--- src/rtl/pix_out_packer.sv ---
module pix_out_packer #(
  parameter int DEPTH     = 16,
  parameter int BURST_LEN = 8
) (
  input  logic        clk,
  input  logic        rst_n,
  input  logic        pix_valid,
  input  logic [7:0]  pix_a,
  input  logic [7:0]  pix_b,
  input  logic [7:0]  pix_c,
  input  logic        pix_key,
  input  logic        line_start,
  input  logic [1:0]  fmt,
  input  logic        burst_mode,
  input  logic        burst_grant,
  input  logic        ovf_clr,
  output logic [31:0] out_data,
  output logic        out_valid,
  output logic        q_full,
  output logic        q_empty,
  output logic        burst_req,
  output logic        ovf
);
  localparam int AW = $clog2(DEPTH);
  localparam int CW = AW + 1;
  localparam int BW = $clog2(BURST_LEN + 1);

  logic [31:0]   mem [DEPTH];
  logic [AW-1:0] wp, rp;
  logic [CW-1:0] cnt;
  logic [BW-1:0] bleft;
  logic [31:0]   acc;
  logic [1:0]    lane;
  logic          col, line;

  function automatic logic [4:0] dth(input logic [7:0] v, input logic [3:0] d);
    logic [8:0] s;
    s = {1'b0, v} + {5'b0, d};
    return s[8] ? 5'h1f : s[7:3];
  endfunction

  logic [3:0] doff;
  always_comb
    case ({line, col})
      2'b00:   doff = 4'd0;
      2'b01:   doff = 4'd4;
      2'b10:   doff = 4'd6;
      default: doff = 4'd2;
    endcase

  logic [15:0] p555;
  assign p555 = {pix_key, dth(pix_a, doff), dth(pix_b, doff), dth(pix_c, doff)};

  logic [31:0] pv;
  logic [4:0]  sh;
  logic        last;
  always_comb begin
    case (fmt)
      2'd0:    begin pv = {{8{pix_key}}, pix_a, pix_b, pix_c}; sh = 5'd0;           last = 1'b1;       end
      2'd1:    begin pv = {16'b0, p555};                       sh = {lane[0], 4'b0}; last = lane[0];    end
      2'd2:    begin pv = {16'b0, pix_b, pix_a};               sh = {lane[0], 4'b0}; last = lane[0];    end
      default: begin pv = {24'b0, pix_a};                      sh = {lane, 3'b0};    last = &lane;      end
    endcase
  end

  logic take, drop, flush, push, pop, start;
  logic [31:0] word;
  assign q_full    = cnt == CW'(DEPTH);
  assign q_empty   = cnt == '0;
  assign take      = pix_valid && !line_start && !q_full;
  assign drop      = pix_valid && !line_start && q_full;
  assign flush     = line_start && lane != 2'd0;
  assign word      = take ? (acc | (pv << sh)) : acc;
  assign push      = ((take && last) || flush) && !q_full;
  assign burst_req = burst_mode && bleft == '0 && cnt >= CW'(BURST_LEN);
  assign start     = burst_req && burst_grant;
  assign pop       = burst_mode ? (start || bleft != '0) : !q_empty;

  always_ff @(posedge clk) begin
    if (!rst_n) begin
      acc  <= '0;
      lane <= '0;
      col  <= 1'b0;
      line <= 1'b0;
    end else if (line_start) begin
      acc  <= '0;
      lane <= '0;
      col  <= 1'b0;
      line <= ~line;
    end else if (pix_valid) begin
      col <= ~col;
      if (take) begin
        acc  <= last ? '0 : word;
        lane <= last ? 2'd0 : lane + 2'd1;
      end
    end
  end

  always_ff @(posedge clk) begin
    if (push) mem[wp] <= word;
  end

  always_ff @(posedge clk) begin
    if (!rst_n) begin
      wp        <= '0;
      rp        <= '0;
      cnt       <= '0;
      bleft     <= '0;
      out_valid <= 1'b0;
      out_data  <= '0;
      ovf       <= 1'b0;
    end else begin
      if (push) wp <= wp + AW'(1);
      if (pop)  rp <= rp + AW'(1);
      cnt       <= cnt + CW'(push) - CW'(pop);
      out_valid <= pop;
      if (pop) out_data <= mem[rp];
      if (start)              bleft <= BW'(BURST_LEN - 1);
      else if (bleft != '0)   bleft <= bleft - BW'(1);
      if (drop || (flush && q_full)) ovf <= 1'b1;
      else if (ovf_clr)              ovf <= 1'b0;
    end
  end
endmodule

--- config.mk ---
export PLATFORM = sky130hd
export DESIGN_NAME = pix_out_packer
export DESIGN_NICKNAME = d
export VERILOG_FILES = /design/src/rtl/pix_out_packer.sv
export SDC_FILE = /design/constraint.sdc
export NUM_CORES = 1
export LEC_CHECK = 0
export ABC_AREA = 0
export ABC_CLOCK_PERIOD_IN_PS = 9340
export BUFFER_PORTS_ARGS = -buffer_cell sky130_fd_sc_hd__buf_2
export CAP_MARGIN = 20
export CORE_ASPECT_RATIO = 1.5
export CORE_MARGIN = 5
export CORE_UTILIZATION = 67
export DETAILED_ROUTE_END_ITERATION = 12
export GPL_TIMING_DRIVEN = 0
export PLACE_DENSITY = 0.85
export SYNTH_ARGS = -nofsm -noshare
export SYNTH_HDL_FRONTEND = slang
export SYNTH_SLANG_ARGS = --single-unit
export TNS_END_PERCENT = 1
--- constraint.sdc ---
create_clock -name clk -period 9.34 [get_ports clk]
set_input_delay 1.868 -clock clk [delete_from_list [all_inputs] [get_ports clk]]
set_output_delay 1.868 -clock clk [all_outputs]
set_load 0.1 [all_outputs]
== Yosys cells after proc, flatten, opt, wreduce, memory -nomap -nowiden ==
Memories as Yosys holds them, arrays and structs flattened. A register that Yosys moved wholly into a read port is not among the register bits.
Cells that the tools add are included.

* Add/sub/neg operators: 9
* Order comparisons: 1
* Equality and inequality tests: 5
* Shift operators: 1
* Mux-type cells: 17
* Bitwise logic cells: 4
* Reductions and logical operators: 30

{| class="wikitable"
|+ Operator list
! cell !! count
|-
| 32-bit one-hot mux with 3 select lines || 1
|-
| 32-bit two-way mux || 2
|-
| 32-bit OR || 1
|-
| 32-bit by 5-bit << shifter with 32-bit output || 1
|-
| 8-bit by 4-bit adder with 9-bit output || 3
|-
| 5-bit two-way mux || 3
|-
| 1-bit logical AND || 10
|-
| 5-bit one-hot mux with 2 select lines || 1
|-
| 3-bit one-hot mux with 3 select lines || 1
|-
| 4-bit by 1-bit adder with 4-bit output (second input constant) || 2
|-
| 3-bit two-way mux || 2
|-
| 2-bit nonzero test || 3
|-
| 2-bit OR reduction || 3
|-
| 5-bit by 1-bit adder with 5-bit output || 1
|-
| 5-bit equality test (second input constant) || 1
|-
| 5-bit by 4-bit greater-or-equal comparator with 1-bit output (second input constant) || 1
|-
| 5-bit zero test || 1
|-
| 1-bit two-way mux || 5
|-
| 5-bit by 1-bit subtractor with 5-bit output || 1
|-
| 2-bit by 1-bit equality test with 1-bit output (second input constant) || 2
|-
| 2-bit equality test (second input constant) || 2
|-
| 1-bit zero test || 4
|-
| 2-bit zero test || 2
|-
| 4-bit zero test || 1
|-
| other kinds (8) || 13
|}

* Register bits after elaboration: 55
* Bits in writable memories: 512
* Memories kept: 1

{| class="wikitable"
|+ Memory list
! memory !! words !! bits a word !! rd ports !! clocked after Yosys merged registers in !! write ports !! line !! source
|-
| mem || 16 || 32 || 1 || 1 || 1 || 28 || <nowiki>logic [31:0] mem [DEPTH];</nowiki>
|}

== Logic depth before layout (Yosys ltp) ==
* Word-level depth: 9
* Gate-level depth with buffers: 14
* Gate-level depth less buffers: 14

== Worst setup path before layout ==
OpenSTA, ideal clock, no wires.

* Path kind: input -> register
* Start point: input port fmt[0]
* End point: memory mem[3][0] (enable)
* Data arrival time: 5.162 ns
* Data required time: 8.879 ns
* Slack: 3.717 ns
* Cell stages on the path: 7
* Path buffers: 0
* Cells stage by stage: inv_1 > ha_1 > a211o_1 > a31oi_1 > nor2_1 > nand2_1 > nor3_1

* Cells in the longest elaborated chain, start to end: 8
* Elaborated cells between the ends (all ways): 10
* Classes of those cells: eq/ne (2); mux (3); reduce/logical (5)

{| class="wikitable"
|+ Ends and longest elaborated chain
! item !! line !! source
|-
| start, declared || 13 || <nowiki>input logic [1:0] fmt,</nowiki>
|-
| 2-bit equality test or 2-bit by 1-bit equality test with 1-bit output (tied branches) || 58 || <nowiki>case (fmt)</nowiki>
|-
| 2-bit OR reduction (no line) || n/a ||
|-
| 1-bit one-hot mux with 2 select lines (*) || 58 ||
|-
| 1-bit logical AND (*) || 74 || <nowiki>assign push = ((take && last) || flush) && !q_full;</nowiki>
|-
| 1-bit logical OR (*) || 74 ||
|-
| 1-bit logical AND (*) || 74 ||
|-
| 1-bit two-way mux (*) || 100 || <nowiki>if (push) mem[wp] <= word;</nowiki>
|-
| 1-bit two-way mux (not written as such) (*) || 100 ||
|-
| end, declared || 28 ||
|}

Every way passes the cells marked *; elsewhere a longest branch is shown, timed or not.

== Final worst setup path ==
* Start point: input port fmt[0]
* End point: memory mem[2][0] (enable)

Same word-level chain as after synthesis.

==> run_results.csv <==
group,metric,value,unit
placement,portBuffers,67,
yosys,synth_compound_area_frac,0.0505,
clock_network,path_clk_slew,0.07,ns
clock_network,cts_setup_buffers,0,
yosys,syn_nets,1314,
yosys,avgSynthCellArea,19.0,um2
die,start_util,0.680,
timing,skew,0.0173,ns
yosys,synth_top_family_by_area,"multiplexers",
global_route,grt_pass1_vias,14100,
yosys,synthTopCellsByArea,"edfxtp_1, mux4_2, dfxtp_1",
clock_network,worstSkewPairLatency,0.58,ns
pwr,power,7.34,mW
critical_path,critPathArrivalTime,4.77,ns
detailed_routing,vias_per_cell,7.07,
clock_network,htreeDepth,2,
timing,fin_crit_sh,0.480,
timing,worst_pin_slew,1.17,ns
clock_network,postCtsHoldBufs,0,
yosys,yosysTopAreaCell,"edfxtp_1",
critical_path,r2r_slack,5.64,ns
critical_path,cp-start-kind,"input pin",
status,outcome,"completed",
die,num_rows,84,
layout,num_antenna_cells,0,
critical_path,worstSetupPathType,"input pin to flop",
yosys,synth_cell_types,64,
timing,drv_slew,0,
layout,syn_to_final_growth,14.2,%
timing,period_minus_slack,4.49,ns
timing,hold_viol,0,
clock_network,numCtsBuffers,50,
layout,stdcell_area,27300,um2
clock_network,cts-resized-gates,0,
pwr,p_leak,9.21,nW
clock_network,cts_tree,"done",
yosys,synthCells,1256,
detailed_routing,post_drt_wl_per_cell,33.4,um
yosys,synthMuxAreaShare,0.155,
critical_path,path_max_fanout,10,
timing,fmax,0.223,GHz
yosys,netlist.area_leader.share,0.644,
yosys,synth_ff_type,"edfxtp_1",
timing,fin_setup_tns,0,ns
yosys,async_flop_share,0,
detailed_routing,drtIter0Drc,1724,
placement,place_area,25400,um2
detailed_routing,routed_wl,64400,um
detailed_routing,dr.pass1.iters,8,
detailed_routing,vias,13600,
global_route,gr-total-overflow,0,
worst_hold_path,min_path_type,"flop to flop",
die,ios,71,
clock_network,cts-root-buf,"clkbuf_16",
layout,fin_util,0.777,
clock_network,clockBufferDepth,3,
critical_path,cp-endpoint,"mem[2][0]",
yosys,ys_seq_area_frac,0.717,
detailed_routing,drc,0,
pwr,p_per_area,269,nW/um2
global_route,grt_usage,0.334,
global_route,antenna_found_initial,1,
pwr,vdd_drop_max,234,uV
yosys,yosys.area_share.simple,0.0366,
die,die-area,39600,um2
timing,timing.hold.ws,0.453,ns
flow_run,cap_violations,0,
critical_path,cp-startpoint,"fmt[0]",
critical_path,worst-r2r-cell-count,9,
layout,drive_above_1_share,0.267,
yosys,synth_fa_ha_area_frac,0.0150,
global_route,grt_pass1_wl,93000,um
die,coreArea,35100,um2
timing,rsz0062_at_grt,"no",
critical_path,cp.required,9.63,ns
critical_path,timing.rr.end,"mem[2][0]",
die,die_w,164,um
yosys,synth_edf_count,512,
placement,place.gp.congestion,0.904,
timing,final-setup-viol-count,0,
die,fp.dieH,241,um
clock_network,clock-sinks,599,
layout,layout_commonest_cell,"edfxtp_1",
layout,mostFrequentLayoutCells,"edfxtp_1, mux4_2, dfxtp_1",
yosys,ys_ff_latch,599,
yosys,synth_xor_area_frac,0.00440,
yosys,syn_area,23900,um2
critical_path,worst_setup_path_end_kind,"flop",
timing,max_slew_margin,0.218,
critical_path,r2r_start,"lane[0]",
layout,final_nets,1472,
yosys,ys_warn_count,0,
placement,dpl.hpwl,38700,um
detailed_routing,ant_nets,0,
global_route,grt_max_degree,24,
==> through the flow <==
| stage | std cells | setup WS [ns] |
|---|---|---|
| 6_report | 1929 | 4.85 |
| 5_1_grt | 1929 | 4.69 |
| 4_1_cts | 1921 | 4.84 |
| 3_5_place_dp | 1827 | 4.24 |
| 3_3_place_gp | 1796 | 1.05 |
| 2_1_floorplan | 1256 | 3.72 |
==> where the power goes <==
group	switching, mW	total, mW	leakage (nW)	internal, mW
sequential	0.0769	3.09	5.47	3.01
clock	0.956	2.27	0.860	1.31
combinational	1.29	1.98	2.87	0.695
total	2.32	7.34	9.21	5.02
==> worst max-delay path: stages <==
cell and delay (ns):
buf_2 0.10, ha_1 0.15, buf_2 0.25, a211o_1 0.16, a31oi_1 0.09, nor2_1 0.40
nand2_1 0.37, nor3_2 0.88, buf_6 0.29, buf_6 0.19
==> metal layers <==
| layer | GRT usage | up-vias | wire, um |
|---|---|---|---|
| met3 | 0.0618 | 248 | 6710 |
| met4 | 0.148 | 2 | 3690 |
| met5 | 0.00983 | - | 56 |
| met2 | 0.573 | 1099 | 33300 |
| met1 | 0.420 | 6885 | 20700 |
| li1 | - | 5410 | - |
==> worst min-delay path by stage <==
| stage | slack (ns) | start | cells past startpoint | to |
|---|---|---|---|---|
| global placement | 0.43 | acc[0] | 2 | acc[0] |
| CTS | 0.45 | acc[0] | 2 | acc[0] |
| finish | 0.45 | acc[0] | 2 | acc[0] |
| global route | 0.47 | acc[25] | 2 | acc[25] |
| detailed placement | 0.44 | acc[0] | 2 | acc[0] |
| floorplan | 0.42 | acc[0] | 2 | acc[0] |
==> registers in the layout (all words and copies together), names as in the netlist <==
signal	cells
acc	32
bleft	4
cnt	5
col	1
lane	2
line	1
mem	512
out_data	32
out_valid	1
ovf	1
rp	4
wp	4
==> cells in the mapped netlist, types with 4 or more instances <==
library cell	instances
nand2_1	45
o21bai_1	5
nand2b_1	8
a31o_2	5
a31oi_1	8
nor2b_1	9
a22oi_1	6
mux4_1	10
nand3_1	11
o21a_1	4
a21oi_1	40
xor2_1	5
xnor2_1	7
mux4_2	150
a22o_1	38
a221o_1	7
edfxtp_1	512
o21ai_0	25
nand4_1	5
buf_6	12
dfxtp_1	87
inv_1	32
nor2_1	42
clkbuf_1	32
and2_1	32
maj3_1	4
a211oi_1	4
a21o_1	7
buf_2	9
ha_1	23
buf_1	11
nor3_1	11
==> cell families after synthesis <==
family / after synthesis
buffers and inverters: 103
and+or+nand+nor: 176
adders and majority gates: 29
AOI/OAI and AO/OA: 172
muxes: 165
xor gates and xnor gates: 12
DFF: 599
==> cell type report <==
class	instances	area (um2)
flip-flops and latches	599	17100
fillers	1757	7840
multi-input cells	554	6350
clock buffers	71	1460
repair buffers	106	902
well taps	473	592
plain buffers	70	394
clock inverters	23	314
inverters	33	124
Note: power is estimated with default switching activity, not from simulation.
